==> src/rtl/pio_pkg.sv <==
`timescale 1ns/1ps
package pio_pkg;

   // register selected by the low three address bits
   typedef enum logic [2:0] {
      RS_CTRL = 3'd0,
      RS_PA   = 3'd1,
      RS_PB   = 3'd2,
      RS_PC   = 3'd3,
      RS_TLO  = 3'd4,
      RS_THI  = 3'd5,
      RS_GAP6 = 3'd6,
      RS_GAP7 = 3'd7
   } reg_sel_e;

   // use of port C, from configuration bits 3:2
   typedef enum logic [1:0] {
      PCM_IN    = 2'b00,
      PCM_HS_A  = 2'b01,
      PCM_HS_AB = 2'b10,
      PCM_OUT   = 2'b11
   } pc_mode_e;

   localparam int CFG_W      = 6;
   localparam int CB_A_OUT   = 0;
   localparam int CB_PCM_LO  = 2;
   localparam int CB_IE_A    = 4;

   // is port idx (0 = A, 1 = B) in handshake use under mode m
   function automatic logic port_hs(pc_mode_e m, int idx);
      if (idx == 0) return (m == PCM_HS_A) || (m == PCM_HS_AB);
      else          return (m == PCM_HS_AB);
   endfunction

endpackage

==> src/rtl/pio_decode.sv <==
`timescale 1ns/1ps
module pio_decode
   import pio_pkg::*;
#(
   parameter int ADDR_W         = 8,
   parameter bit CE_ACTIVE_HIGH = 1'b1
) (
   input  logic              ce,
   input  logic              io_m,
   input  logic              rd,
   input  logic              wr,
   input  logic [ADDR_W-1:0] addr,
   output reg_sel_e          sel,
   output logic              rd_hit,
   output logic              wr_hit
);

   logic ce_on;

   generate
      if (CE_ACTIVE_HIGH) begin : g_ce_high
         assign ce_on = ce;
      end else begin : g_ce_low
         assign ce_on = ~ce;
      end

      if (ADDR_W > 3) begin : g_hi_bits
         logic unused_addr_hi;
         assign unused_addr_hi = ^addr[ADDR_W-1:3];
      end
   endgenerate

   assign sel    = reg_sel_e'(addr[2:0]);
   assign rd_hit = ce_on & io_m & rd;
   assign wr_hit = ce_on & io_m & wr;

endmodule

==> src/rtl/pio_hs_port.sv <==
`timescale 1ns/1ps
module pio_hs_port #(
   parameter int W = 8
) (
   input  logic         clk,
   input  logic         rst_n,
   input  logic         is_out,
   input  logic         hs_on,
   input  logic         ie,
   input  logic         init,
   input  logic         init_intr,
   input  logic         cpu_wr,
   input  logic         cpu_rd,
   input  logic [W-1:0] wdata,
   input  logic [W-1:0] pin,
   input  logic         stb_n,
   output logic [W-1:0] pin_out,
   output logic [W-1:0] pin_oe,
   output logic [W-1:0] rd_val,
   output logic         intr,
   output logic         bf
);

   logic         stb_q;
   logic         stb_fall;
   logic         stb_rise;
   logic [W-1:0] out_q;
   logic [W-1:0] in_q;
   logic         intr_q, bf_q;
   logic         intr_n, bf_n;

   always_ff @(posedge clk or negedge rst_n) begin
      if (!rst_n) stb_q <= 1'b1;
      else        stb_q <= stb_n;
   end

   assign stb_fall = hs_on &  stb_q & ~stb_n;
   assign stb_rise = hs_on & ~stb_q &  stb_n;

   always_ff @(posedge clk or negedge rst_n) begin
      if (!rst_n)      out_q <= '0;
      else if (cpu_wr) out_q <= wdata;
   end

   always_ff @(posedge clk or negedge rst_n) begin
      if (!rst_n)                   in_q <= '0;
      else if (stb_fall && !is_out) in_q <= pin;
   end

   always_comb begin
      intr_n = intr_q;
      bf_n   = bf_q;
      if (init) begin
         bf_n   = 1'b0;
         intr_n = init_intr;
      end else if (!hs_on) begin
         bf_n   = 1'b0;
         intr_n = 1'b0;
      end else if (!is_out) begin
         // read clears first; strobe events then override
         if (cpu_rd) begin
            bf_n   = 1'b0;
            intr_n = 1'b0;
         end
         if (stb_fall)       bf_n   = 1'b1;
         if (stb_rise && ie) intr_n = 1'b1;
      end else begin
         // strobe release first; processor write then overrides
         if (stb_rise) begin
            bf_n = 1'b0;
            if (ie) intr_n = 1'b1;
         end
         if (cpu_wr) begin
            bf_n   = 1'b1;
            intr_n = 1'b0;
         end
      end
   end

   always_ff @(posedge clk or negedge rst_n) begin
      if (!rst_n) begin
         intr_q <= 1'b0;
         bf_q   <= 1'b0;
      end else begin
         intr_q <= intr_n;
         bf_q   <= bf_n;
      end
   end

   assign pin_out = out_q;
   assign pin_oe  = {W{is_out}};
   assign rd_val  = is_out ? out_q : (hs_on ? in_q : pin);
   assign intr    = intr_q;
   assign bf      = bf_q;

endmodule

==> src/rtl/pio_portc.sv <==
`timescale 1ns/1ps
module pio_portc
   import pio_pkg::*;
#(
   parameter int PC_W  = 6,
   parameter int NPORT = 2
) (
   input  logic             clk,
   input  logic             rst_n,
   input  logic             wr_en,
   input  logic [PC_W-1:0]  wdata,
   input  pc_mode_e         mode,
   input  logic [NPORT-1:0] intr,
   input  logic [NPORT-1:0] bf,
   input  logic [PC_W-1:0]  pin,
   output logic [PC_W-1:0]  pc_out,
   output logic [PC_W-1:0]  pc_oe,
   output logic [PC_W-1:0]  rd_val,
   output logic [NPORT-1:0] stb_n
);

   localparam int GRP = PC_W / NPORT;

   logic [PC_W-1:0] pc_q;

   always_ff @(posedge clk or negedge rst_n) begin
      if (!rst_n)     pc_q <= '0;
      else if (wr_en) pc_q <= wdata;
   end

   generate
      for (genvar g = 0; g < NPORT; g++) begin : g_grp
         localparam int B0 = g * GRP;
         logic           hs;
         logic           plain_out;
         logic [GRP-1:0] grp_out;
         logic [GRP-1:0] grp_oe;

         assign hs        = port_hs(mode, g);
         assign plain_out = (mode == PCM_OUT) || ((mode == PCM_HS_A) && (g != 0));

         always_comb begin
            if (hs) begin
               grp_out    = '0;
               grp_out[0] = intr[g];
               grp_out[1] = bf[g];
               grp_oe     = '0;
               grp_oe[0]  = 1'b1;
               grp_oe[1]  = 1'b1;
            end else begin
               grp_out = pc_q[B0 +: GRP];
               grp_oe  = {GRP{plain_out}};
            end
         end

         assign pc_out[B0 +: GRP] = grp_out;
         assign pc_oe[B0 +: GRP]  = grp_oe;
         assign stb_n[g]          = pin[B0 + 2];
      end
   endgenerate

   assign rd_val = (pc_oe & pc_out) | (~pc_oe & pin);

endmodule

==> src/rtl/pio_section.sv <==
`timescale 1ns/1ps
module pio_section
   import pio_pkg::*;
#(
   parameter int DATA_W         = 8,
   parameter int ADDR_W         = 8,
   parameter int PC_W           = 6,
   parameter bit CE_ACTIVE_HIGH = 1'b1
) (
   input  logic              clk,
   input  logic              rst_n,
   input  logic              ce,
   input  logic              io_m,
   input  logic              rd,
   input  logic              wr,
   input  logic [ADDR_W-1:0] addr,
   input  logic [DATA_W-1:0] wdata,
   output logic [DATA_W-1:0] rdata,
   input  logic              tc_flag,
   input  logic [DATA_W-1:0] pa_in,
   output logic [DATA_W-1:0] pa_out,
   output logic [DATA_W-1:0] pa_oe,
   input  logic [DATA_W-1:0] pb_in,
   output logic [DATA_W-1:0] pb_out,
   output logic [DATA_W-1:0] pb_oe,
   input  logic [PC_W-1:0]   pc_in,
   output logic [PC_W-1:0]   pc_out,
   output logic [PC_W-1:0]   pc_oe
);

   localparam int NPORT = 2;
   localparam int HS_W  = 3;

   generate
      if (DATA_W < 8) begin : g_bad_data
         $error("pio_section: DATA_W must be at least 8");
      end
      if (ADDR_W < 3) begin : g_bad_addr
         $error("pio_section: ADDR_W must be at least 3");
      end
      if (PC_W != NPORT * HS_W) begin : g_bad_pc
         $error("pio_section: PC_W must equal three lines per handshake port");
      end
   endgenerate

   reg_sel_e   sel;
   logic       rd_hit, wr_hit;
   logic       cfg_wr;
   logic [CFG_W-1:0] cmd_q;
   pc_mode_e   pcm, pcm_new;

   logic [DATA_W-1:0] tmr_lo, tmr_hi;
   logic [DATA_W-1:0] status;

   logic [NPORT-1:0][DATA_W-1:0] pin_a, out_a, oe_a, rdv_a;
   logic [NPORT-1:0] intr_v, bf_v, stb_v;
   logic [PC_W-1:0]  pc_rd;

   pio_decode #(
      .ADDR_W         (ADDR_W),
      .CE_ACTIVE_HIGH (CE_ACTIVE_HIGH)
   ) u_dec (
      .ce     (ce),
      .io_m   (io_m),
      .rd     (rd),
      .wr     (wr),
      .addr   (addr),
      .sel    (sel),
      .rd_hit (rd_hit),
      .wr_hit (wr_hit)
   );

   assign cfg_wr  = wr_hit && (sel == RS_CTRL);
   assign pcm     = pc_mode_e'(cmd_q[CB_PCM_LO +: 2]);
   assign pcm_new = pc_mode_e'(wdata[CB_PCM_LO +: 2]);

   // configuration: write-only, never on the read path
   always_ff @(posedge clk or negedge rst_n) begin
      if (!rst_n)      cmd_q <= '0;
      else if (cfg_wr) cmd_q <= wdata[CFG_W-1:0];
   end

   // timer holding registers (counting lies outside this block)
   always_ff @(posedge clk or negedge rst_n) begin
      if (!rst_n) begin
         tmr_lo <= '0;
         tmr_hi <= '0;
      end else if (wr_hit) begin
         if (sel == RS_TLO) tmr_lo <= wdata;
         if (sel == RS_THI) tmr_hi <= wdata;
      end
   end

   assign pin_a[0] = pa_in;
   assign pin_a[1] = pb_in;

   generate
      for (genvar gp = 0; gp < NPORT; gp++) begin : g_port
         logic sel_me;
         assign sel_me = (int'(sel) == int'(RS_PA) + gp);

         pio_hs_port #(
            .W (DATA_W)
         ) u_hs (
            .clk       (clk),
            .rst_n     (rst_n),
            .is_out    (cmd_q[CB_A_OUT + gp]),
            .hs_on     (port_hs(pcm, gp)),
            .ie        (cmd_q[CB_IE_A + gp]),
            .init      (cfg_wr && port_hs(pcm_new, gp)),
            .init_intr (wdata[CB_A_OUT + gp]),
            .cpu_wr    (wr_hit && sel_me),
            .cpu_rd    (rd_hit && sel_me),
            .wdata     (wdata),
            .pin       (pin_a[gp]),
            .stb_n     (stb_v[gp]),
            .pin_out   (out_a[gp]),
            .pin_oe    (oe_a[gp]),
            .rd_val    (rdv_a[gp]),
            .intr      (intr_v[gp]),
            .bf        (bf_v[gp])
         );
      end
   endgenerate

   assign pa_out = out_a[0];
   assign pa_oe  = oe_a[0];
   assign pb_out = out_a[1];
   assign pb_oe  = oe_a[1];

   pio_portc #(
      .PC_W  (PC_W),
      .NPORT (NPORT)
   ) u_pc (
      .clk    (clk),
      .rst_n  (rst_n),
      .wr_en  (wr_hit && (sel == RS_PC)),
      .wdata  (wdata[PC_W-1:0]),
      .mode   (pcm),
      .intr   (intr_v),
      .bf     (bf_v),
      .pin    (pc_in),
      .pc_out (pc_out),
      .pc_oe  (pc_oe),
      .rd_val (pc_rd),
      .stb_n  (stb_v)
   );

   always_comb begin
      status    = '0;
      status[0] = intr_v[0];
      status[1] = bf_v[0];
      status[2] = cmd_q[CB_IE_A];
      status[3] = intr_v[1];
      status[4] = bf_v[1];
      status[5] = cmd_q[CB_IE_A + 1];
      status[6] = tc_flag;
   end

   always_comb begin
      rdata = '0;
      if (rd_hit) begin
         case (sel)
            RS_CTRL: rdata = status;
            RS_PA:   rdata = rdv_a[0];
            RS_PB:   rdata = rdv_a[1];
            RS_PC:   rdata = DATA_W'(pc_rd);
            RS_TLO:  rdata = tmr_lo;
            RS_THI:  rdata = tmr_hi;
            default: rdata = '0;
         endcase
      end
   end

endmodule

==> config.mk <==
export PLATFORM = sky130hd
export DESIGN_NAME = pio_section
export DESIGN_NICKNAME = d
export VERILOG_FILES = /design/src/rtl/pio_pkg.sv /design/src/rtl/pio_decode.sv /design/src/rtl/pio_hs_port.sv /design/src/rtl/pio_portc.sv /design/src/rtl/pio_section.sv
export SDC_FILE = /design/constraint.sdc
export NUM_CORES = 1
export LEC_CHECK = 0
export ABC_CLOCK_PERIOD_IN_PS = 4900
export BUFFER_PORTS_ARGS = -buffer_cell sky130_fd_sc_hd__clkbuf_2
export CAP_MARGIN = 20
export CORE_MARGIN = 1
export CORE_UTILIZATION = 40
export CTS_CLUSTER_DIAMETER = 50
export CTS_CLUSTER_SIZE = 10
export DETAILED_ROUTE_END_ITERATION = 6
export PLACE_DENSITY = 0.67
export SKIP_CTS_REPAIR_TIMING = 1
export SLEW_MARGIN = 20
export SYNTH_ARGS = -nofsm -noshare
export SYNTH_HDL_FRONTEND = slang
export SYNTH_SLANG_ARGS = --single-unit
export TNS_END_PERCENT = 100
==> constraint.sdc <==
create_clock -name clk -period 4.9 [get_ports clk]
set_clock_uncertainty 0.05 [all_clocks]
set_input_delay 0.245 -clock clk [delete_from_list [all_inputs] [get_ports clk]]
set_output_delay 0.245 -clock clk [all_outputs]
set_load 0.1 [all_outputs]
==> run summary <==
Status - complete, no violations
Synth top area cells - dfrtp_1, mux2_2, mux2i_1, buf_4, o21ai_0
Per-cell routed wire length - 18.12 µm
Core box area - 9196 µm²
Leak - 2.079 nW
# IOs - 97
Mapped cell area - 3769 µm²
Syn Inst Count - 331
Max VDD drop - 294.2 µV
Port bufs - 91
Starting Density - 40.98%
Antenna-violating nets left - 0
DRT Pass-1 Iters - 4
Clock slew at reported path FFs - 0.07 ns
Die area - 9814 µm²
DRC violations left - 0
Pin count of the biggest net entering global routing - 67
Post-route cell area - 4417 µm²
Global-route wire length before repair - 14,870 µm
P&R area growth vs syn - 17.20%
DP Area - 4169 µm²
#FFs+latches synth - 66
# nets final - 456
FF+latch area - 1654 µm²
DP HPWL - 6897 µm
Inst Count DP - 503
Slew margin rel. - 44.00%
Final Util - 48.03%
Vias in the first global route - 2,687
GR Util All Layers - 20.41%
CTS sink cnt - 66
Ant. Diodes - 0
Row count - 35
Fill cells - 882
Synth warn - 0
H-tree depth - 3
Post-synth EDFFs - 0
RSZ-0062 raised after global routing - false
Endpoints failing setup - 0
Die Ht - 99.07 µm
Clock Latency Late Sink - 0.35 ns
Share of layout cells above drive strength 1 - 45.61%
Iter 0 DRT Violations - 208
Tightest Hold Check Type - in2async
Pre-CTS setup slack - 2.080 ns
Async S/R FF share, synth - 100.0%
Syn nets - 382
Total number of vias - 2,796
Worst EP arrival - 2.91 ns
Max FO, Critical Path - 13
Period utilization - 65.39%
Max Slew Vio Count - 0
CTS tree - done
Mean Syn Cell Area - 11.39 µm²
Synth top area share - 42.50%
Fin cells - 521
Worst setup EP type - output port
CP required - 4.61 ns
Critical Path Start Type - register
Initial antenna violation count - 0
Worst Tran Pin Value - 0.8400 ns
Multi-input gate area - 1888 µm²
Achievable clock frequency - 312.1 MHz
Remaining global-route overflow - 0
Critical setup path kind - reg2out
Final hold violations - 0
Num CTS Buffers - 9
Via density - 5.367
GPL Wtd Cong - 0.8262
Setup WS post-layout - 1.696 ns
CTS max path bufs - 2
Routed WL - 9443 µm
Post-synth top area cell - dfrtp_1
Top_reg_cell synth - dfrtp_1
CTS root buf - clkbuf_8
Cell variety after synth - 47
Fin crit period - 3.204 ns
Part of the Yosys area used for sequential elements - 43.89%
Die X-Extent - 99.07 µm
Maxcap violations - 0
Setup TNS - 0 ns
PD cells - 560.2 nW/µm²
==> kinds of logic (layout without fill, tap and decap cells) <==
group,Yosys count,in the layout,synth area share (%)
mux,90,90,26.16
compound gates,67,67,11.45
flops,66,66,43.89
simple gates,62,62,10.26
buf+inv,40,119,6.242
fa+ha+maj,6,6,1.992
==> final timing paths <==
path,startpoint,end,slack [ns],depth (start not counted)
max,cmd_q[2],rdata[1],1.70,7
min,rst_n,u_pc.pc_q[4],0.03,2
max reg2reg,cmd_q[2],g_port[1].u_hs.in_q[5],2.40,5
min reg2reg,tmr_hi[2],tmr_hi[2],0.44,2
max in group asynchronous,rst_n,tmr_hi[7],4.22,2
min in group clk,pa_in[4],g_port[0].u_hs.in_q[4],0.09,2
==> sequential cells by signal (all words and copies together), names as in the netlist <==
register / count
g_port.u_hs.bf: 2
g_port.u_hs.stb_q: 2
g_port.u_hs.intr: 2
g_port.u_hs.pin_out: 16
u_pc.pc_q: 6
cmd_q: 6
tmr_hi: 8
tmr_lo: 8
g_port.u_hs.in_q: 16
==> cell type report <==
type | count | area share (%)
well taps | 111 | 3.144
flip-flops and latches | 66 | 37.45
clock inverters | 5 | 1.756
inverters | 9 | 0.7649
repair buffers | 94 | 10.93
clock buffers | 11 | 3.201
multi-input cells | 225 | 42.75
==> cell usage after synthesis, types with 2 or more instances <==
master,count
a211oi_1,2
a21oi_1,13
a22oi_1,9
a2bb2oi_1,5
buf_2,5
buf_4,21
clkbuf_1,5
dfrtp_1,64
dfstp_2,2
ha_1,6
inv_1,9
mux2_2,68
mux2i_1,22
nand2_1,27
nand2b_1,3
nand3_1,3
nand3b_1,4
nor2_1,3
nor2b_1,4
nor3b_1,3
nor3b_2,3
o21ai_0,23
o22a_1,3
==> critical path, stage by stage (launching register included) <==
cell      delay [ns]
dfrtp_1         0.38
inv_1           0.10
ha_1            0.70
mux2i_1         0.15
o21ai_0         0.31
a22oi_1         0.16
a21oi_1         0.25
clkbuf_2        0.49
==> stage by stage <==
stage	hold slack (ns)	total power (W)
2_1_floorplan	-0.1006	0.001798
3_3_place_gp	0.3505	0.001949
3_5_place_dp	0.3464	0.001973
4_1_cts	-0.02755	0.002493
5_1_grt	0.08044	0.002591
6_report	0.02607	0.002474
==> power breakdown <==
part           switching (W)  leakage, nW  internal [W]
combinational       0.000869         1.14      0.000294
sequential          0.000108        0.827      0.000689
clock               0.000216        0.109      0.000299
==> cell usage in the layout (no fill, tap or decap), types with 6 or more instances in the layout <==
| cell type | instances |
|---|---|
| a21oi_1 | 13 |
| a22oi_1 | 9 |
| clkbuf_2 | 91 |
| clkbuf_8 | 10 |
| dfrtp_1 | 64 |
| ha_1 | 6 |
| inv_1 | 9 |
| mux2_2 | 68 |
| mux2i_1 | 22 |
| nand2_1 | 27 |
| o21ai_0 | 23 |
==> metal layers <==
layer	vias up	routed length [µm]	GRT usage, %
li1	1328	-	-
met1	1362	4278	27.79
met2	88	4457	31.41
met3	18	521	5.532
met4	0	186	7.127
met5	-	0	0
Power figures use the tool's default switching activity.
